<file path="src/rtl/rtc_pkg.sv">
package rtc_pkg;

  localparam int NUM_FIELDS   = 7;
  localparam int UNLOCK_STEPS = 7;

  typedef struct packed {
    logic [6:0] yr;
    logic [3:0] mo;
    logic [4:0] dm;
    logic [2:0] dw;
    logic [4:0] hr;
    logic [5:0] mi;
    logic [5:0] se;
  } cal_t;

  localparam cal_t CAL_RESET = '{yr: 7'd1, mo: 4'd1, dm: 5'd1, dw: 3'd0,
                                 hr: 5'd0, mi: 6'd0, se: 6'd0};

  // Bus address of unlock step i.
  function automatic logic [7:0] key_addr(input logic [2:0] i);
    return 8'h04 + {3'b000, i, 2'b00};
  endfunction

  // Byte that unlock step i expects.
  function automatic logic [7:0] key_byte(input logic [2:0] i);
    case (i)
      3'd0:    return 8'hC6;
      3'd1:    return 8'h9A;
      3'd2:    return 8'h59;
      3'd3:    return 8'hA3;
      3'd4:    return 8'h57;
      3'd5:    return 8'h67;
      default: return 8'hD2;
    endcase
  endfunction

  // Year 0 is never a leap year.
  function automatic logic is_leap(input logic [6:0] yr);
    return (yr != 7'd0) && (yr[1:0] == 2'b00);
  endfunction

  function automatic logic [4:0] month_days(input logic [3:0] mo, input logic [6:0] yr);
    case (mo)
      4'd2:                    return is_leap(yr) ? 5'd29 : 5'd28;
      4'd4, 4'd6, 4'd9, 4'd11: return 5'd30;
      default:                 return 5'd31;
    endcase
  endfunction

  // Successor of a calendar value after one second.
  function automatic cal_t cal_next(input cal_t c, input logic [6:0] ylast);
    cal_t n;
    n = c;
    if (c.se != 6'd59) n.se = c.se + 6'd1;
    else begin
      n.se = 6'd0;
      if (c.mi != 6'd59) n.mi = c.mi + 6'd1;
      else begin
        n.mi = 6'd0;
        if (c.hr != 5'd23) n.hr = c.hr + 5'd1;
        else begin
          n.hr = 5'd0;
          n.dw = (c.dw >= 3'd6) ? 3'd0 : c.dw + 3'd1;
          if (c.dm < month_days(c.mo, c.yr)) n.dm = c.dm + 5'd1;
          else begin
            n.dm = 5'd1;
            if (c.mo < 4'd12) n.mo = c.mo + 4'd1;
            else begin
              n.mo = 4'd1;
              n.yr = (c.yr >= ylast) ? 7'd0 : c.yr + 7'd1;
            end
          end
        end
      end
    end
    return n;
  endfunction

  function automatic logic [6:0] get_field(input cal_t c, input logic [2:0] idx);
    case (idx)
      3'd0:    return c.yr;
      3'd1:    return {3'b000, c.mo};
      3'd2:    return {2'b00, c.dm};
      3'd3:    return {4'b0000, c.dw};
      3'd4:    return {2'b00, c.hr};
      3'd5:    return {1'b0, c.mi};
      3'd6:    return {1'b0, c.se};
      default: return 7'd0;
    endcase
  endfunction

  function automatic cal_t put_field(input cal_t c, input logic [2:0] idx, input logic [6:0] v);
    cal_t n;
    n = c;
    case (idx)
      3'd0:    n.yr = v;
      3'd1:    n.mo = v[3:0];
      3'd2:    n.dm = v[4:0];
      3'd3:    n.dw = v[2:0];
      3'd4:    n.hr = v[4:0];
      3'd5:    n.mi = v[5:0];
      3'd6:    n.se = v[5:0];
      default: n = c;
    endcase
    return n;
  endfunction

endpackage

</file>
<file path="src/rtl/rtc_unlock.sv">
module rtc_unlock
  import rtc_pkg::*;
#(
  parameter int ADDR_W = 8
) (
  input  logic              clk,
  input  logic              rst_n,
  input  logic              wr,
  input  logic [ADDR_W-1:0] addr,
  input  logic [7:0]        wbyte,
  output logic              unlocked
);

  localparam int STEP_W = $clog2(UNLOCK_STEPS + 1);

  logic [STEP_W-1:0] step_q;
  logic              key_wr;
  logic              match_cur;
  logic              match_first;

  assign unlocked    = (step_q == STEP_W'(UNLOCK_STEPS));
  assign key_wr      = wr && !unlocked && (addr[1:0] == 2'b00) &&
                       (addr >= ADDR_W'(key_addr(3'd0))) &&
                       (addr <= ADDR_W'(key_addr(3'(UNLOCK_STEPS - 1))));
  assign match_cur   = (addr == ADDR_W'(key_addr(3'(step_q)))) &&
                       (wbyte == key_byte(3'(step_q)));
  assign match_first = (addr == ADDR_W'(key_addr(3'd0))) &&
                       (wbyte == key_byte(3'd0));

  always_ff @(posedge clk) begin
    if (!rst_n)      step_q <= '0;
    else if (key_wr) begin
      if (match_cur)        step_q <= step_q + STEP_W'(1);
      else if (match_first) step_q <= STEP_W'(1);
      else                  step_q <= '0;
    end
  end

endmodule

</file>
<file path="src/rtl/rtc_calendar.sv">
module rtc_calendar
  import rtc_pkg::*;
#(
  parameter int YEAR_LAST = 99
) (
  input  logic       clk,
  input  logic       rst_n,
  input  logic       step,
  input  logic       wr_en,
  input  logic [2:0] wr_idx,
  input  logic [6:0] wr_val,
  output cal_t       now,
  output cal_t       nxt,
  output logic       adv
);

  cal_t cal_q;

  assign now = cal_q;
  assign nxt = cal_next(cal_q, 7'(YEAR_LAST));
  assign adv = step && !wr_en;

  always_ff @(posedge clk) begin
    if (!rst_n)     cal_q <= CAL_RESET;
    else if (wr_en) cal_q <= put_field(cal_q, wr_idx, wr_val);
    else if (adv)   cal_q <= nxt;
  end

endmodule

</file>
<file path="src/rtl/rtc_alarm.sv">
module rtc_alarm
  import rtc_pkg::*;
(
  input  logic clk,
  input  logic rst_n,
  input  logic adv,
  input  cal_t nxt,
  input  cal_t alm,
  input  logic en,
  input  logic clr,
  output logic hit,
  output logic pending
);

  assign hit = adv && en && (nxt == alm);

  always_ff @(posedge clk) begin
    if (!rst_n)   pending <= 1'b0;
    else if (hit) pending <= 1'b1;
    else if (clr) pending <= 1'b0;
  end

endmodule

</file>
<file path="src/rtl/cal_rtc.sv">
module cal_rtc
  import rtc_pkg::*;
#(
  parameter int ADDR_W    = 8,
  parameter int DATA_W    = 32,
  parameter int YEAR_LAST = 99,
  parameter int DEB_W     = 3
) (
  input  logic              clk,
  input  logic              rst_n,
  input  logic              tick,
  input  logic              bus_req,
  input  logic              bus_we,
  input  logic [ADDR_W-1:0] bus_addr,
  input  logic [DATA_W-1:0] bus_wdata,
  output logic [DATA_W-1:0] bus_rdata,
  output logic              alarm_irq
);

  localparam logic [ADDR_W-1:0] A_CTL  = ADDR_W'(8'h20);
  localparam logic [ADDR_W-1:0] A_DEB  = ADDR_W'(8'h2C);
  localparam logic [ADDR_W-1:0] A_STAT = ADDR_W'(8'h30);
  localparam logic [ADDR_W-1:0] A_ACTL = ADDR_W'(8'h7C);
  localparam int BANK_W   = ADDR_W - 5;
  localparam int PEND_BIT = 4;

  logic wr, rd, aligned;
  logic [BANK_W-1:0] bank;
  logic [2:0] fidx;
  logic fvalid, time_wr, alm_wr;
  logic ctl_wr, deb_wr, stat_wr, actl_wr;
  logic stop_q;
  logic [DEB_W-1:0] deb_q;
  logic [7:0] actl_q;
  logic unlocked, run_step, adv, hit, pending, clr;
  cal_t cur, nxt, alm_q;
  logic [DATA_W-1:0] rd_mux;
  logic wdata_unused;

  assign wr      = bus_req && bus_we;
  assign rd      = bus_req && !bus_we;
  assign aligned = (bus_addr[1:0] == 2'b00);
  assign bank    = bus_addr[ADDR_W-1:5];
  assign fidx    = bus_addr[4:2];
  assign fvalid  = aligned && (fidx < 3'(NUM_FIELDS));
  assign time_wr = wr && fvalid && (bank == BANK_W'(2));
  assign alm_wr  = wr && fvalid && (bank == BANK_W'(3));
  assign ctl_wr  = wr && (bus_addr == A_CTL);
  assign deb_wr  = wr && (bus_addr == A_DEB);
  assign stat_wr = wr && (bus_addr == A_STAT);
  assign actl_wr = wr && (bus_addr == A_ACTL);
  assign clr     = stat_wr && bus_wdata[PEND_BIT];
  assign wdata_unused = ^bus_wdata[DATA_W-1:8];

  rtc_unlock #(.ADDR_W(ADDR_W)) u_unlock (
    .clk(clk), .rst_n(rst_n), .wr(wr), .addr(bus_addr),
    .wbyte(bus_wdata[7:0]), .unlocked(unlocked)
  );

  assign run_step = tick && unlocked && !stop_q;

  rtc_calendar #(.YEAR_LAST(YEAR_LAST)) u_cal (
    .clk(clk), .rst_n(rst_n), .step(run_step), .wr_en(time_wr),
    .wr_idx(fidx), .wr_val(bus_wdata[6:0]), .now(cur), .nxt(nxt), .adv(adv)
  );

  rtc_alarm u_alarm (
    .clk(clk), .rst_n(rst_n), .adv(adv), .nxt(nxt), .alm(alm_q),
    .en(actl_q[0]), .clr(clr), .hit(hit), .pending(pending)
  );

  always_ff @(posedge clk) begin
    if (!rst_n) begin
      stop_q <= 1'b0;
      deb_q  <= '0;
      actl_q <= '0;
      alm_q  <= CAL_RESET;
    end else begin
      if (ctl_wr)  stop_q <= bus_wdata[0];
      if (deb_wr)  deb_q  <= bus_wdata[DEB_W-1:0];
      if (actl_wr) actl_q <= bus_wdata[7:0];
      if (alm_wr)  alm_q  <= put_field(alm_q, fidx, bus_wdata[6:0]);
    end
  end

  always_comb begin
    rd_mux = '0;
    if (fvalid && bank == BANK_W'(2))      rd_mux = DATA_W'(get_field(cur, fidx));
    else if (fvalid && bank == BANK_W'(3)) rd_mux = DATA_W'(get_field(alm_q, fidx));
    else if (bus_addr == A_CTL)            rd_mux = DATA_W'(stop_q);
    else if (bus_addr == A_DEB)            rd_mux = DATA_W'(deb_q);
    else if (bus_addr == A_STAT)           rd_mux = DATA_W'(pending) << PEND_BIT;
    else if (bus_addr == A_ACTL)           rd_mux = DATA_W'(actl_q);
  end

  always_ff @(posedge clk) begin
    if (!rst_n)  bus_rdata <= '0;
    else if (rd) bus_rdata <= rd_mux;
  end

  assign alarm_irq = pending && actl_q[0];

endmodule

</file>
<file path="config.mk">
export PLATFORM = sky130hd
export DESIGN_NAME = cal_rtc
export DESIGN_NICKNAME = d
export VERILOG_FILES = /design/src/rtl/rtc_pkg.sv /design/src/rtl/rtc_unlock.sv /design/src/rtl/rtc_calendar.sv /design/src/rtl/rtc_alarm.sv /design/src/rtl/cal_rtc.sv
export SDC_FILE = /design/constraint.sdc
export NUM_CORES = 1
export LEC_CHECK = 0
export CORE_ASPECT_RATIO = 1.5
export CORE_MARGIN = 10
export CORE_UTILIZATION = 40
export DETAILED_ROUTE_END_ITERATION = 10
export GPL_TIMING_DRIVEN = 0
export HOLD_SLACK_MARGIN = 0.15
export MAX_ROUTING_LAYER = met4
export REMOVE_ABC_BUFFERS = 1
export SKIP_CTS_REPAIR_TIMING = 1
export SLEW_MARGIN = 5
export SYNTH_ARGS = -nofsm -noshare
export SYNTH_HDL_FRONTEND = slang
export SYNTH_HIERARCHICAL = 1
export SYNTH_SLANG_ARGS = --single-unit
</file>
<file path="constraint.sdc">
create_clock -name clk -period 5.2 [get_ports clk]
set_clock_uncertainty 0.15 [all_clocks]
set_input_delay 0.78 -clock clk [delete_from_list [all_inputs] [get_ports clk]]
set_output_delay 0.78 -clock clk [all_outputs]
set_load 0.1 [all_outputs]
</file>
==> impl_results.md, run 1 <==
* TritonCTS buffer count at 9
* Die width at 129 um
* CTS Buffer Depth at 2
* CTS H-tree lvls at 3
* Final worst-path cycle share at 0.904
* Post-DRT Antenna Nets at 0
* CP startpoint kind: primary input
* N_diodes at 0
* Number of cell rows at 60
* Max Transition Viols Final at 0
* Synth warn at 6
* Total global routing overflow at 0
* Worst R2R Start: u_cal/now[25]
* CTS tree: built
* Outcome: finished, final reports clean
* Filler cell count in the final layout at 1773
* R2r setup slk at 1.04 ns
* Worst vdd rail ir drop at 117 uV
* Via count at 6506
* Initial DRC Count at 580
* Placeable Area at 17800 sq um
* Mean post-synth cell area at 8.15 sq um
* Final worst path period need at 4.70 ns
* Max-cap check violation count at 0
* Crit path capture type: register
* CTS clk-pin slew, worst paths at 0.07 ns
* Delay-heaviest family, CP: simple AND/OR/NAND/NOR gates
* Worst Hold Depth at 2
* Leakage at 3.11 nW
* Most common cell on crit path: nor3_2
* Sink Count at 96
* Number of buffers and inverters on the critical path at 3
* Antenna violations before repair at 0
* Fin cells at 1099
* Die height at 184 um
* Final setup fails at 0
* Share of cells above drive strength 1 at 0.0714
* RSZ-0062 raised after global routing: false
* Area grow syn2layout at 8.99%
* Routed WL at 23.2 mm
* Worst-path fanout max at 16
* Highest Clock Rate at 213 MHz
* WL/cell at 21.1 um
* Largest net degree at the start of global routing at 77
* CP Data Arrival Time at 4.77 ns
* Area after DPL at 7520 sq um
* Worst EP required at 5.27 ns
* Crit path largest cell delay at 0.59 ns
* Worst-Skew Late Latency at 0.35 ns
* Vias per cell at 5.92
* Hold Crit Endpoint: bus_rdata[6]
* Total GRT Usage at 0.199
* Pwr dens at 210 nW/um^2
* HP Class: reg2reg
* Slowest-stage cell, CP: nand2b_1
* Fin Hold WS at 0.317 ns
* # placed instances at 1083
* Ports at 78
* Critical Path, Cell by Cell: clkdlybuf4s50_1 -> nor3_2 -> nand3_1 -> nor3_2 -> buf_4 -> nand2b_1 -> inv_1 -> a21oi_2 -> mux2i_1 -> a221o_1 -> nand2_1
* Vias in the first global route at 6320
* Final Hold Viols at 0
* Nets at 945
* Design area at 7830 sq um
* Post-route DRC at 0
* Starting density of the core at 0.404
* Power Total at 1.64 mW
* IO buf count at 29
* Reg2Reg Depth at 13
* Clock root cell: clkbuf_16
* Final GP Congestion at 0.910
* DP HPWL at 17.4 mm
* FF-to-FF End: u_alarm/pending
* First-pass GRT wire length at 36.3 mm
* Hold Startpoint: bus_rdata[6]
* Total die area at 23800 sq um
* Worst slew margin at 0.351
* Post-Synthesis Cell Area at 7180 sq um
* Worst-margin pin slew at 0.970 ns
* Gate Count Post-Synth at 881
* TritonRoute pass-1 iters at 8
* Critical path type: in2reg
## metrics by stage
step           setup slack, ns  utilization  TNS (ns)
6_report                 0.499        0.440         0
5_1_grt                  0.303        0.440         0
4_1_cts                  0.241        0.440         0
3_5_place_dp            -0.126        0.423    -0.383
3_3_place_gp             -4.72        0.418   -149.31
2_1_floorplan           -0.142            -    -0.554
## power breakdown
group / switching, mW / internal [mW]
registers: 0.00319 / 0.737
logic: 0.170 / 0.0492
clock network: 0.307 / 0.375
## layer usage
layer  vias to the layer above  global-route usage  part of all wire
met2                       207               0.346              0.52
met4                         0              0.0957             0.042
li1                       3132                   -                 -
met1                      3104               0.221              0.40
met3                        63              0.0219             0.042
met5                         -                   -                 0
## worst min-delay path, stage by stage, from the launching register on
cell and delay, ns:
dfxtp_1 0.31, nand2_1 0.05, a21boi_0 0.06
## layout make-up
cell class                 instances  area [sq um]  share of cell area
tap                              217           272              0.0347
timing repair buffer              35           354              0.0452
sequential                        96          1920               0.245
multi-input combinational        710          4890               0.625
inverter                          25          93.8              0.0120
clock buffer                      10           229              0.0292
clock inverter                     6          67.6             0.00863
## cells in the final DEF (no fill, tap or decap), drive strengths merged, types with 13 or more instances in the layout
master and count:
nand2b 15, nor2 55, nor4 19, dfxtp 96
nor3 17, a21oi 21, clkdlybuf4s50 25, nor2b 63
o21ai 50, a31oi 13, nand3 36, nand2 77
inv 26, o211ai 13, mux2i 64, xor2 45
ha 23, conb 24
## flip-flops by register name (all words and copies together) (netlist names)
name / flops
actl_q: 8
alm_q: 36
bus_rdata: 8
deb_q: 3
stop_q: 1
u_alarm/pending: 1
u_cal/now: 36
u_unlock/step_q: 3
## how the worst max path moves through the flow
stage                                to  slack [ns]   startpoint  cells after the start
after floorplan           u_cal/now[29]       -0.14  bus_addr[1]                      9
after detailed placement  u_cal/now[29]       -0.13  bus_addr[1]                     11
final                     u_cal/now[29]        0.50  bus_addr[1]                     11
after CTS                 u_cal/now[29]        0.24  bus_addr[1]                     11
after global routing      u_cal/now[29]        0.30  bus_addr[1]                     11
after global placement    u_cal/now[29]       -4.72  bus_addr[3]                     10
No activity file was read; power rests on OpenSTA's default activity.
==> run 2: changes to the inputs <==
- GPL_TIMING_DRIVEN: 0 -> default
- clock period: 5.2 -> 4.1 ns (I/O delays scaled with it)
==> run 2 against run 1 <==
Against the previous run:
- global-route usage up 0.22 points
- sequential share of layout area down 0.54 points
- combinational power up 31%
- wire length up 2.4%
- setup slack worse by 0.20 ns
- cell area up 2.2%
- first-iteration DRC count up 7.8%
- core utilization up 0.98 points
- critical path depth up 2
==> impl_results.md, run 2 (synthesized netlist as in run 1, its figures left out) <==
* Reg2Reg Depth at 13 (unchanged)
* Pwr dens at 258 nW/um^2 (+23%)
* TritonRoute pass-1 iters at 6 (-2)
* Worst vdd rail ir drop at 214 uV (+82%)
* CP startpoint kind: register
* Final worst-path cycle share at 0.928
* Ports at 78 (unchanged)
* Worst-margin pin slew at 0.973 ns (+0.00266 ns)
* Die width at 129 um (unchanged)
* N_diodes at 0 (unchanged)
* Slowest-stage cell, CP: or3b_2
* Placeable Area at 17800 sq um (unchanged)
* Hold Startpoint: bus_rdata[6]
* Vias per cell at 5.85 (-1.1%)
* Largest net degree at the start of global routing at 69 (-10%)
* CTS clk-pin slew, worst paths at 0.07 ns (about the same)
* Max Transition Viols Final at 0 (unchanged)
* TritonCTS buffer count at 9 (unchanged)
* Crit path largest cell delay at 0.57 ns (-0.02 ns)
* Worst slew margin at 0.349 (-0.00178)
* Max-cap check violation count at 0 (unchanged)
* Die height at 184 um (unchanged)
* R2r setup slk at 0.30 ns (-0.74 ns)
* Outcome: finished, final reports clean
* CP Data Arrival Time at 3.91 ns (-0.86 ns)
* Commonest non-fill, non-tap cell in the layout: dfxtp_1
* Via count at 6591 (+1.3%)
* Worst Hold Depth at 2 (unchanged)
* Fin Hold WS at 0.317 ns (+0.0000710 ns)
* Routed WL at 23.7 mm (+2.4%)
* CTS tree: built
* Total GRT Usage at 0.201 (+0.00220)
* Antenna violations before repair at 0 (unchanged)
* Final Hold Viols at 0 (unchanged)
* Hold Crit Endpoint: bus_rdata[6]
* Initial DRC Count at 625 (+7.8%)
* First-pass GRT wire length at 36.3 mm (about the same)
* Worst-path fanout max at 8 (-8)
* Post-DRT Antenna Nets at 0 (unchanged)
* Total global routing overflow at 0 (unchanged)
* Most frequent cells in the layout: 96 x dfxtp_1, 77 x nand2_1, 64 x mux2i_1
* Worst R2R Start: u_cal/now[25]
* Share of cells above drive strength 1 at 0.0957 (+0.0243)
* Final GP Congestion at 0.976 (+7.3%)
* Fin cells at 1126 (+2.5%)
* IO buf count at 29 (unchanged)
* Starting density of the core at 0.404 (unchanged)
* Nets at 973 (+3.0%)
* Worst-Skew Late Latency at 0.35 ns (about the same)
* Clock root cell: clkbuf_16
* Critical path type: reg2reg
* FF-to-FF End: u_alarm/pending
* Highest Clock Rate at 263 MHz
* Sink Count at 96 (unchanged)
* Number of cell rows at 60 (unchanged)
* DP HPWL at 18.0 mm (+3.7%)
* # placed instances at 1111 (+2.6%)
* Leakage at 3.24 nW (+4.3%)
* Crit path capture type: register
* Most common cell on crit path: ha_1
* CTS H-tree lvls at 3 (unchanged)
* Vias in the first global route at 6470 (+2.4%)
* HP Class: reg2reg
* Design area at 8000 sq um (+2.2%)
* Critical Path, Cell by Cell: inv_1 -> ha_1 -> nor3b_1 -> ha_1 -> o2111ai_1 -> nor2_1 -> nand2_1 -> or3b_2 -> o31ai_1 -> xor2_1 -> nor4_1 -> nand4_1 -> o41ai_2
* WL/cell at 21.1 um (about the same)
* Final setup fails at 0 (unchanged)
* Final worst path period need at 3.80 ns
* Total die area at 23800 sq um (unchanged)
* RSZ-0062 raised after global routing: false
* Area after DPL at 7710 sq um (+2.5%)
* Post-route DRC at 0 (unchanged)
* Worst EP required at 4.21 ns (-1.06 ns)
* Layout Utilization at 0.450 (+0.00984)
* Area grow syn2layout at 11.4%
* CTS Buffer Depth at 2 (unchanged)
## run 2: changes by cell type in the layout (fill, tap and decap cells not counted), moves of 2 or more
| cell | previous run | this run |
|---|---|---|
| buf_4 | 4 | 33 |
| clkdlybuf4s50_1 | 25 | 27 |
| clkinv_2 | 1 | 3 |
| nor3_1 | 11 | 13 |
| nor3_2 | 5 | 3 |
## run 2: routing by layer
layer | global-route usage | wire [um] | up-vias | part of all wire
li1 | - | - | 3195 | -
met1 | 0.211 | 9190 | 3118 | 0.39
met2 | 0.348 | 12100 | 216 | 0.51
met3 | 0.0285 | 1080 | 62 | 0.046
met4 | 0.122 | 1330 | 0 | 0.056
met5 | - | 0 | - | 0
## run 2: area by class of cell
class | count | area [sq um]
clock buffer | 9 | 225
fill | 1808 | 9790
timing repair buffer | 63 | 548
multi-input combinational | 710 | 4880
clock inverter | 6 | 61.3
tap | 217 | 272
sequential | 96 | 1920
inverter | 25 | 93.8
## run 2: worst max-delay path by stage
stage               slack, ns           from         endpoint
floorplan               -1.08    bus_addr[1]    u_cal/now[29]
global placement         0.36  u_cal/now[25]  u_alarm/pending
detailed placement       0.28  u_cal/now[25]  u_alarm/pending
CTS                      0.26  u_cal/now[25]  u_alarm/pending
global route             0.09  u_cal/now[25]  u_alarm/pending
finish                   0.30  u_cal/now[25]  u_alarm/pending
## run 2: through the flow
step	TNS (ns)	setup slack [ns]	power, mW
6_report	0	0.297	2.06
5_1_grt	0	0.0933	2.13
4_1_cts	0	0.257	2.08
3_5_place_dp	0	0.282	1.24
3_3_place_gp	0	0.365	1.24
2_1_floorplan	-25.31	-1.08	1.13
## run 2: power breakdown
part | total, mW | internal (mW) | switching [mW]
registers | 0.937 | 0.935 | 0.00188
clock network | 0.841 | 0.468 | 0.373
logic | 0.287 | 0.0680 | 0.219
total | 2.06 | 1.47 | 0.594
## run 2: critical path: cells and delay by family (launching register included)
kind,cells,cell delay [ns]
buf+inv,1,0.10
compound gates,3,0.74
flops,1,0.46
fa+ha+maj,2,0.53
simple gates,6,1.58
xor+xnor,1,0.13
